--- config.mk ---
export PLATFORM = sky130hd
export DESIGN_NAME = xcvr_mode_ctrl
export DESIGN_NICKNAME = d
export VERILOG_FILES = /design/src/rtl/xcvr_mode_pkg.sv /design/src/rtl/xmc_sync.sv /design/src/rtl/xmc_frame_fsm.sv /design/src/rtl/xmc_cfg_bank.sv /design/src/rtl/xmc_line_ctrl.sv /design/src/rtl/xcvr_mode_ctrl.sv
export SDC_FILE = /design/constraint.sdc
export NUM_CORES = 1
export LEC_CHECK = 0
export BUFFER_PORTS_ARGS = -buffer_cell sky130_fd_sc_hd__buf_2
export CAP_MARGIN = 0
export CORE_AREA = 2 2 82 84
export CTS_CLUSTER_SIZE = 28
export DETAILED_ROUTE_END_ITERATION = 8
export DIE_AREA = 0 0 84 86
export HOLD_SLACK_MARGIN = 0.02
export PLACE_DENSITY = 0.49
export SLEW_MARGIN = 15
export SYNTH_ARGS = -nofsm -noshare
export SYNTH_HDL_FRONTEND = slang
export SYNTH_SLANG_ARGS = --single-unit
--- constraint.sdc ---
create_clock -name clk -period 2.7 [get_ports clk]
set_input_delay 0.27 -clock clk [delete_from_list [all_inputs] [get_ports clk]]
set_output_delay 0.27 -clock clk [all_outputs]
set_load 0.03 [all_outputs]
--- src/rtl/xcvr_mode_pkg.sv ---
package xcvr_mode_pkg;

    typedef struct packed {
        logic echo_inh;   // bit 2
        logic half_dx;    // bit 1
        logic rs485;      // bit 0
    } chan_cfg_t;

    localparam int CFG_W = $bits(chan_cfg_t);

    typedef enum logic [1:0] {
        ST_IDLE  = 2'd0,
        ST_SHIFT = 2'd1,
        ST_HOLD  = 2'd2
    } frame_st_t;

endpackage

--- src/rtl/xmc_sync.sv ---
module xmc_sync #(
    parameter int STAGES = 2
) (
    input  logic clk,
    input  logic rst_n,
    input  logic cs_n_in,
    input  logic sck_in,
    output logic cs_act,
    output logic sck_rise,
    output logic sck_fall
);
    logic [STAGES-1:0] cs_pipe;
    logic [STAGES-1:0] sck_pipe;
    logic              sck_last;

    always_ff @(posedge clk or negedge rst_n) begin
        if (!rst_n) begin
            cs_pipe  <= '1;
            sck_pipe <= '0;
            sck_last <= 1'b0;
        end else begin
            cs_pipe  <= {cs_pipe[STAGES-2:0], cs_n_in};
            sck_pipe <= {sck_pipe[STAGES-2:0], sck_in};
            sck_last <= sck_pipe[STAGES-1];
        end
    end

    assign cs_act   = ~cs_pipe[STAGES-1];
    assign sck_rise =  sck_pipe[STAGES-1] & ~sck_last;
    assign sck_fall = ~sck_pipe[STAGES-1] &  sck_last;
endmodule

--- src/rtl/xmc_frame_fsm.sv ---
module xmc_frame_fsm
    import xcvr_mode_pkg::*;
#(
    parameter int ADDR_W = 3,
    parameter int DATA_W = 8
) (
    input  logic              clk,
    input  logic              rst_n,
    input  logic              cs_act,
    input  logic              sck_rise,
    input  logic              sck_fall,
    input  logic              sb_rd,
    input  logic [ADDR_W-1:0] sb_addr,
    input  logic              sb_mosi,
    input  logic [CFG_W-1:0]  rd_cfg,
    output logic              sb_miso,
    output logic              wr_stb,
    output logic [ADDR_W-1:0] wr_addr,
    output logic [CFG_W-1:0]  wr_cfg
);
    localparam int CNT_W = $clog2(DATA_W + 1);

    frame_st_t         st_q, st_d;
    logic [CNT_W-1:0]  cnt_q;
    logic [ADDR_W-1:0] addr_q;
    logic              rd_q;
    logic [CFG_W-1:0]  rx_sr;
    logic [DATA_W-1:0] tx_sr;

    // next state
    always_comb begin
        st_d = st_q;
        unique case (st_q)
            ST_IDLE:  if (cs_act) st_d = ST_SHIFT;
            ST_SHIFT: begin
                if (!cs_act)
                    st_d = ST_IDLE;
                else if (sck_rise && cnt_q == CNT_W'(DATA_W - 1))
                    st_d = ST_HOLD;
            end
            ST_HOLD:  if (!cs_act) st_d = ST_IDLE;
            default:  st_d = ST_IDLE;
        endcase
    end

    // state register and frame datapath
    always_ff @(posedge clk or negedge rst_n) begin
        if (!rst_n) begin
            st_q   <= ST_IDLE;
            cnt_q  <= '0;
            addr_q <= '0;
            rd_q   <= 1'b0;
            rx_sr  <= '0;
            tx_sr  <= '0;
        end else begin
            st_q <= st_d;
            if (st_q == ST_IDLE && cs_act) begin
                addr_q <= sb_addr;
                rd_q   <= sb_rd;
                cnt_q  <= '0;
                tx_sr  <= DATA_W'(rd_cfg);
            end
            if (st_q == ST_SHIFT && cs_act) begin
                if (sck_rise) begin
                    rx_sr <= {rx_sr[CFG_W-2:0], sb_mosi};
                    cnt_q <= cnt_q + CNT_W'(1);
                end
                if (sck_fall)
                    tx_sr <= {tx_sr[DATA_W-2:0], 1'b0};
            end
        end
    end

    // outputs
    always_comb begin
        sb_miso = (st_q != ST_IDLE) & tx_sr[DATA_W-1];
        wr_stb  = (st_q == ST_HOLD) & ~cs_act & ~rd_q;
        wr_addr = addr_q;
        wr_cfg  = rx_sr;
    end
endmodule

--- src/rtl/xmc_cfg_bank.sv ---
module xmc_cfg_bank
    import xcvr_mode_pkg::*;
#(
    parameter int N_CH   = 4,
    parameter int ADDR_W = 3
) (
    input  logic                  clk,
    input  logic                  rst_n,
    input  logic                  wr_stb,
    input  logic [ADDR_W-1:0]     wr_addr,
    input  logic [CFG_W-1:0]      wr_cfg,
    input  logic [ADDR_W-1:0]     rd_addr,
    output logic [CFG_W-1:0]      rd_cfg,
    output chan_cfg_t [N_CH-1:0]  cfg_q
);
    for (genvar c = 0; c < N_CH; c++) begin : g_reg
        chan_cfg_t r_q;
        always_ff @(posedge clk or negedge rst_n) begin
            if (!rst_n)
                r_q <= '0;
            else if (wr_stb && wr_addr == ADDR_W'(c))
                r_q <= chan_cfg_t'(wr_cfg);
        end
        assign cfg_q[c] = r_q;
    end

    always_comb begin
        rd_cfg = '0;
        for (int c = 0; c < N_CH; c++)
            if (rd_addr == ADDR_W'(c))
                rd_cfg = cfg_q[c];
    end
endmodule

--- src/rtl/xmc_line_ctrl.sv ---
module xmc_line_ctrl
    import xcvr_mode_pkg::*;
(
    input  chan_cfg_t cfg,
    input  logic      rts,
    output logic      drv_en,
    output logic      rx_en,
    output logic      sel_rs485,
    output logic      sel_hdx
);
    always_comb begin
        drv_en    = cfg.rs485 ? rts : 1'b1;
        rx_en     = ~(cfg.echo_inh & rts);
        sel_rs485 = cfg.rs485;
        sel_hdx   = cfg.half_dx;
    end
endmodule

--- src/rtl/xcvr_mode_ctrl.sv ---
module xcvr_mode_ctrl
    import xcvr_mode_pkg::*;
#(
    parameter int N_CH        = 4,
    parameter int ADDR_W      = 3,
    parameter int DATA_W      = 8,
    parameter int SYNC_STAGES = 2
) (
    input  logic              clk,
    input  logic              rst_n,
    input  logic              sb_cs_n,
    input  logic              sb_rd,
    input  logic              sb_sck,
    input  logic [ADDR_W-1:0] sb_addr,
    input  logic              sb_mosi,
    output logic              sb_miso,
    input  logic [N_CH-1:0]   ch_rts,
    output logic [N_CH-1:0]   ch_drv_en,
    output logic [N_CH-1:0]   ch_rx_en,
    output logic [N_CH-1:0]   ch_rs485,
    output logic [N_CH-1:0]   ch_hdx
);
    logic                 cs_act, sck_rise, sck_fall;
    logic                 wr_stb;
    logic [ADDR_W-1:0]    wr_addr;
    logic [CFG_W-1:0]     wr_cfg, rd_cfg;
    chan_cfg_t [N_CH-1:0] cfg_q;

    xmc_sync #(.STAGES(SYNC_STAGES)) u_sync (
        .clk(clk), .rst_n(rst_n),
        .cs_n_in(sb_cs_n), .sck_in(sb_sck),
        .cs_act(cs_act), .sck_rise(sck_rise), .sck_fall(sck_fall)
    );

    xmc_frame_fsm #(.ADDR_W(ADDR_W), .DATA_W(DATA_W)) u_fsm (
        .clk(clk), .rst_n(rst_n),
        .cs_act(cs_act), .sck_rise(sck_rise), .sck_fall(sck_fall),
        .sb_rd(sb_rd), .sb_addr(sb_addr), .sb_mosi(sb_mosi),
        .rd_cfg(rd_cfg), .sb_miso(sb_miso),
        .wr_stb(wr_stb), .wr_addr(wr_addr), .wr_cfg(wr_cfg)
    );

    xmc_cfg_bank #(.N_CH(N_CH), .ADDR_W(ADDR_W)) u_bank (
        .clk(clk), .rst_n(rst_n),
        .wr_stb(wr_stb), .wr_addr(wr_addr), .wr_cfg(wr_cfg),
        .rd_addr(sb_addr), .rd_cfg(rd_cfg), .cfg_q(cfg_q)
    );

    for (genvar c = 0; c < N_CH; c++) begin : g_line
        xmc_line_ctrl u_line (
            .cfg(cfg_q[c]), .rts(ch_rts[c]),
            .drv_en(ch_drv_en[c]), .rx_en(ch_rx_en[c]),
            .sel_rs485(ch_rs485[c]), .sel_hdx(ch_hdx[c])
        );
    end
endmodule

==> results by group <==
Run status
  – Status: finished clean

CTS
  – Worst skew pair latency: 0.29 ns
  – Cts bufs inserted: 5
  – H-Tree Depth: 2
  – TritonCTS Sinks: 38
  – CTS max path bufs: 2
  – Clock Root Buffer: clkbuf_8
  – Clock-pin slew on the worst setup and hold paths: around 0.07 ns
  – Post-CTS Resized: 0
  – CTS tree: done
  – Buffer count from post-CTS setup fixing: 0
  – Hold Buf Count CTS: 0

Timing
  – Rel. slew slack: approximately 44%
  – Setup_tns: 0 ns
  – Final Max Tran Viols: 0
  – Worst hold margin: between 0.08 and 0.09 ns
  – Minimum clock period: around 1.7 ns
  – F_max: just under 0.6 GHz
  – Final worst-path cycle share: between 60% and 70%
  – Slew @ Worst Pin: 0.846 ns
  – Setup Viol. Count Final: 0
  – Setup Skew: 0.00808 ns
  – RSZ-0062 raised after global routing: false
  – Final hold violations: 0

Power
  – Max IR drop VDD: 0.000217 V
  – Leak: 0.989 nW
  – Total power: ~1.3 mW
  – PwrDens: roughly 640 mW/mm^2

Placement
  – Buffers on Ports: 29
  – Routability cong.: between 0.6 and 0.7
  – Hpwl dp: 2.37 mm
  – DP Area: 0.00192 mm^2
  – Dpl cells: ~240

Synthesis
  – Multiplexer share of the synthesized area: about 17%
  – Top post-synthesis cells by area: dfrtp_1 (49%), mux2_2 (8.6%), buf_4 (6.6%)
  – Synth Register Bits: 38
  – Largest family of logic cells by synthesized area: multiplexers
  – Post-Syn Area: ~0.0018 mm^2
  – Number of flops mapped to enable cells by yosys: 0
  – Mapped Cells: about 160
  – Post-synthesis compound-gate area fraction: roughly 4.7%
  – Main flop type after synthesis: dfrtp_1
  – Post-synth ARST share: between 90% and 100%
  – Area leader, netlist: dfrtp_1
  – XOR/XNOR share of the synthesized area: 0%
  – Count of cell types in the netlist: 35
  – Share of the synthesized area in the top cell type: 49.2%
  – YS warnings: 0
  – Syn_area_per_cell: roughly 12 um^2
  – Seq/Total Area, Yosys: around 52%
  – Post-Synth Adder-Cell Area: less than 1%
  – Simple-Gate Fraction of Synth Area: between 15 and 20%
  – Synth Net Count: between 150 and 200

Min path
  – Hold path cells: 1
  – Worst hold path class: primary input to flip-flop
  – Hold path endpoint: u_sync.cs_pipe[0]
  – Hold path start: sb_cs_n

Detailed routing
  – Drt wl/cell: ~13 um
  – Vias/cell: 4.60
  – Antenna Nets Post-Route: 0
  – WL final: 3.32 mm
  – Drt first-iter violations: between 70 and 80
  – DRC: 0
  – Vias: around 1,200
  – Pre-antenna DRT Iters: 4

Critical path
  – Worst path slowest cell: dfrtp_1
  – Crit path capture type: flip-flop
  – Critical path class: flip-flop to flip-flop
  – Reg-to-Reg End: u_fsm.wr_cfg[0]
  – Worst Reg-to-Reg Cells: 3
  – CP Buf/Inv Count: 0
  – R2r startpoint: u_fsm.st_q[0]
  – CP cell instances: or3b_4 -> or2_1 -> mux2_4
  – Max stage delay on crit path: 0.51 ns
  – Worst Path Required: about 2.9 ns
  – WP data arrival: ~1.9 ns
  – Crit path max fanout: 10
  – Flop-to-flop setup slack: roughly 0.97 ns
  – Crit path max-delay family: simple AND/OR/NAND/NOR gates
  – Crit start category: flip-flop

Die
  – Boundary Pins: 30
  – Placeable core area: ~0.0063 mm^2
  – Vert. Die Dim: between 80 and 90 um
  – Die ar.: between 0.007 and 0.008 mm^2
  – Die W: around 84 um
  – Row cnt: 29
  – Initial core utilization: 29.2%

Global route
  – First-pass GRT wire length: about 5.7 mm
  – Grt total ovfl: 0
  – Vias in the first global route: around 1,100
  – Largest net degree at the start of global routing: 39
  – Total GRT Usage: about a tenth
  – Initial antenna violation count: 0

Flow run
  – Max Cap Violations: 0

Finish
  – Final Cell Area: 0.00206 mm^2
  – Register area: around 950 um^2
  – Most common cell after layout, fill and taps aside: dfrtp_1
  – Total of fill cells in the finished design: between 600 and 700
  – Multi-input gate area: 701 um^2
  – P&R area growth vs syn: 12.8%
  – Fin nets: 187
  – Share of cells above drive strength 1: 35.1%
  – Post-Layout Cell Count: ~250
  – Most frequent cells in the layout: dfrtp_1 (36), buf_2 (29), nand2_1 (24)
  – Ant diodes: 0
## per-layer routing
metal / vias to the layer above / GRT usage [%] / routed length [um]
met1: 557 / 14.3 / 1690
met3: 5 / 3.46 / 191
met5: - / 0 / 0
met2: 34 / 14.3 / 1380
met4: 0 / 4.40 / 59
li1: 559 / - / -
## where the power goes
| part | internal [mW] | switching, mW | total [mW] |
|---|---|---|---|
| clock network | 0.394 | 0.195 | 0.589 |
| registers | 0.606 | 0.0444 | 0.651 |
| logic | 0.0472 | 0.0421 | 0.0892 |
## area by class of cell
type,instances,area share [%]
repair buffers,29,7.03
clock inverters,2,2.91
clock buffers,6,4.00
inverters,7,1.27
well taps,77,4.67
multi-input cells,92,33.9
flip-flops and latches,38,46.2
## logic make-up (layout without fill, tap and decap cells)
family,after synthesis,count (layout)
compound gates,12,12
fa+ha+maj,1,1
buf+inv,27,44
flops,38,38
mux,26,26
simple gates,53,53
## worst register-to-register path: cells and delay by family (launching register included)
kind / cells / cell delay (ns)
flops: 1 / 0.51
simple gates: 2 / 0.79
mux: 1 / 0.33
## flip-flops by register name, indices dropped and copies added, names as in the netlist
name             count
u_bank.cfg_q        12
u_fsm.cnt_q          4
u_fsm.rd_q           1
u_fsm.st_q           2
u_fsm.tx_sr          8
u_fsm.wr_addr        3
u_fsm.wr_cfg         3
u_sync.cs_pipe       2
u_sync.sck_last      1
u_sync.sck_pipe      2
## metrics by stage
step / utilization (%) / setup slack, ns
5_1_grt: 32.9 / 0.840
2_1_floorplan: - / 1.08
3_5_place_dp: 30.6 / 0.982
3_3_place_gp: 30.6 / 1.00
6_report: 32.9 / 0.965
4_1_cts: 32.9 / 0.970
## cell usage after synthesis (3+ instances only)
library cell / instances
mux2_4: 3
mux2_2: 14
nand4b_1: 3
inv_1: 7
nand2b_1: 6
buf_4: 16
o21ai_0: 3
nand3_1: 3
dfrtp_1: 36
nor2_1: 3
nor3_1: 3
mux2i_1: 7
nand2_1: 24
## worst max path at each step
stage,cells past startpoint,from,endpoint
after global placement,3,u_fsm.st_q[0],u_fsm.wr_cfg[1]
after CTS,3,u_fsm.st_q[0],u_fsm.wr_cfg[0]
after detailed placement,3,u_fsm.st_q[0],u_fsm.wr_cfg[0]
after global routing,3,u_fsm.st_q[1],u_fsm.tx_sr[0]
after floorplan,4,u_fsm.st_q[1],u_fsm.wr_cfg[0]
final,3,u_fsm.st_q[0],u_fsm.wr_cfg[0]
No activity file was read; power rests on OpenSTA's default activity.
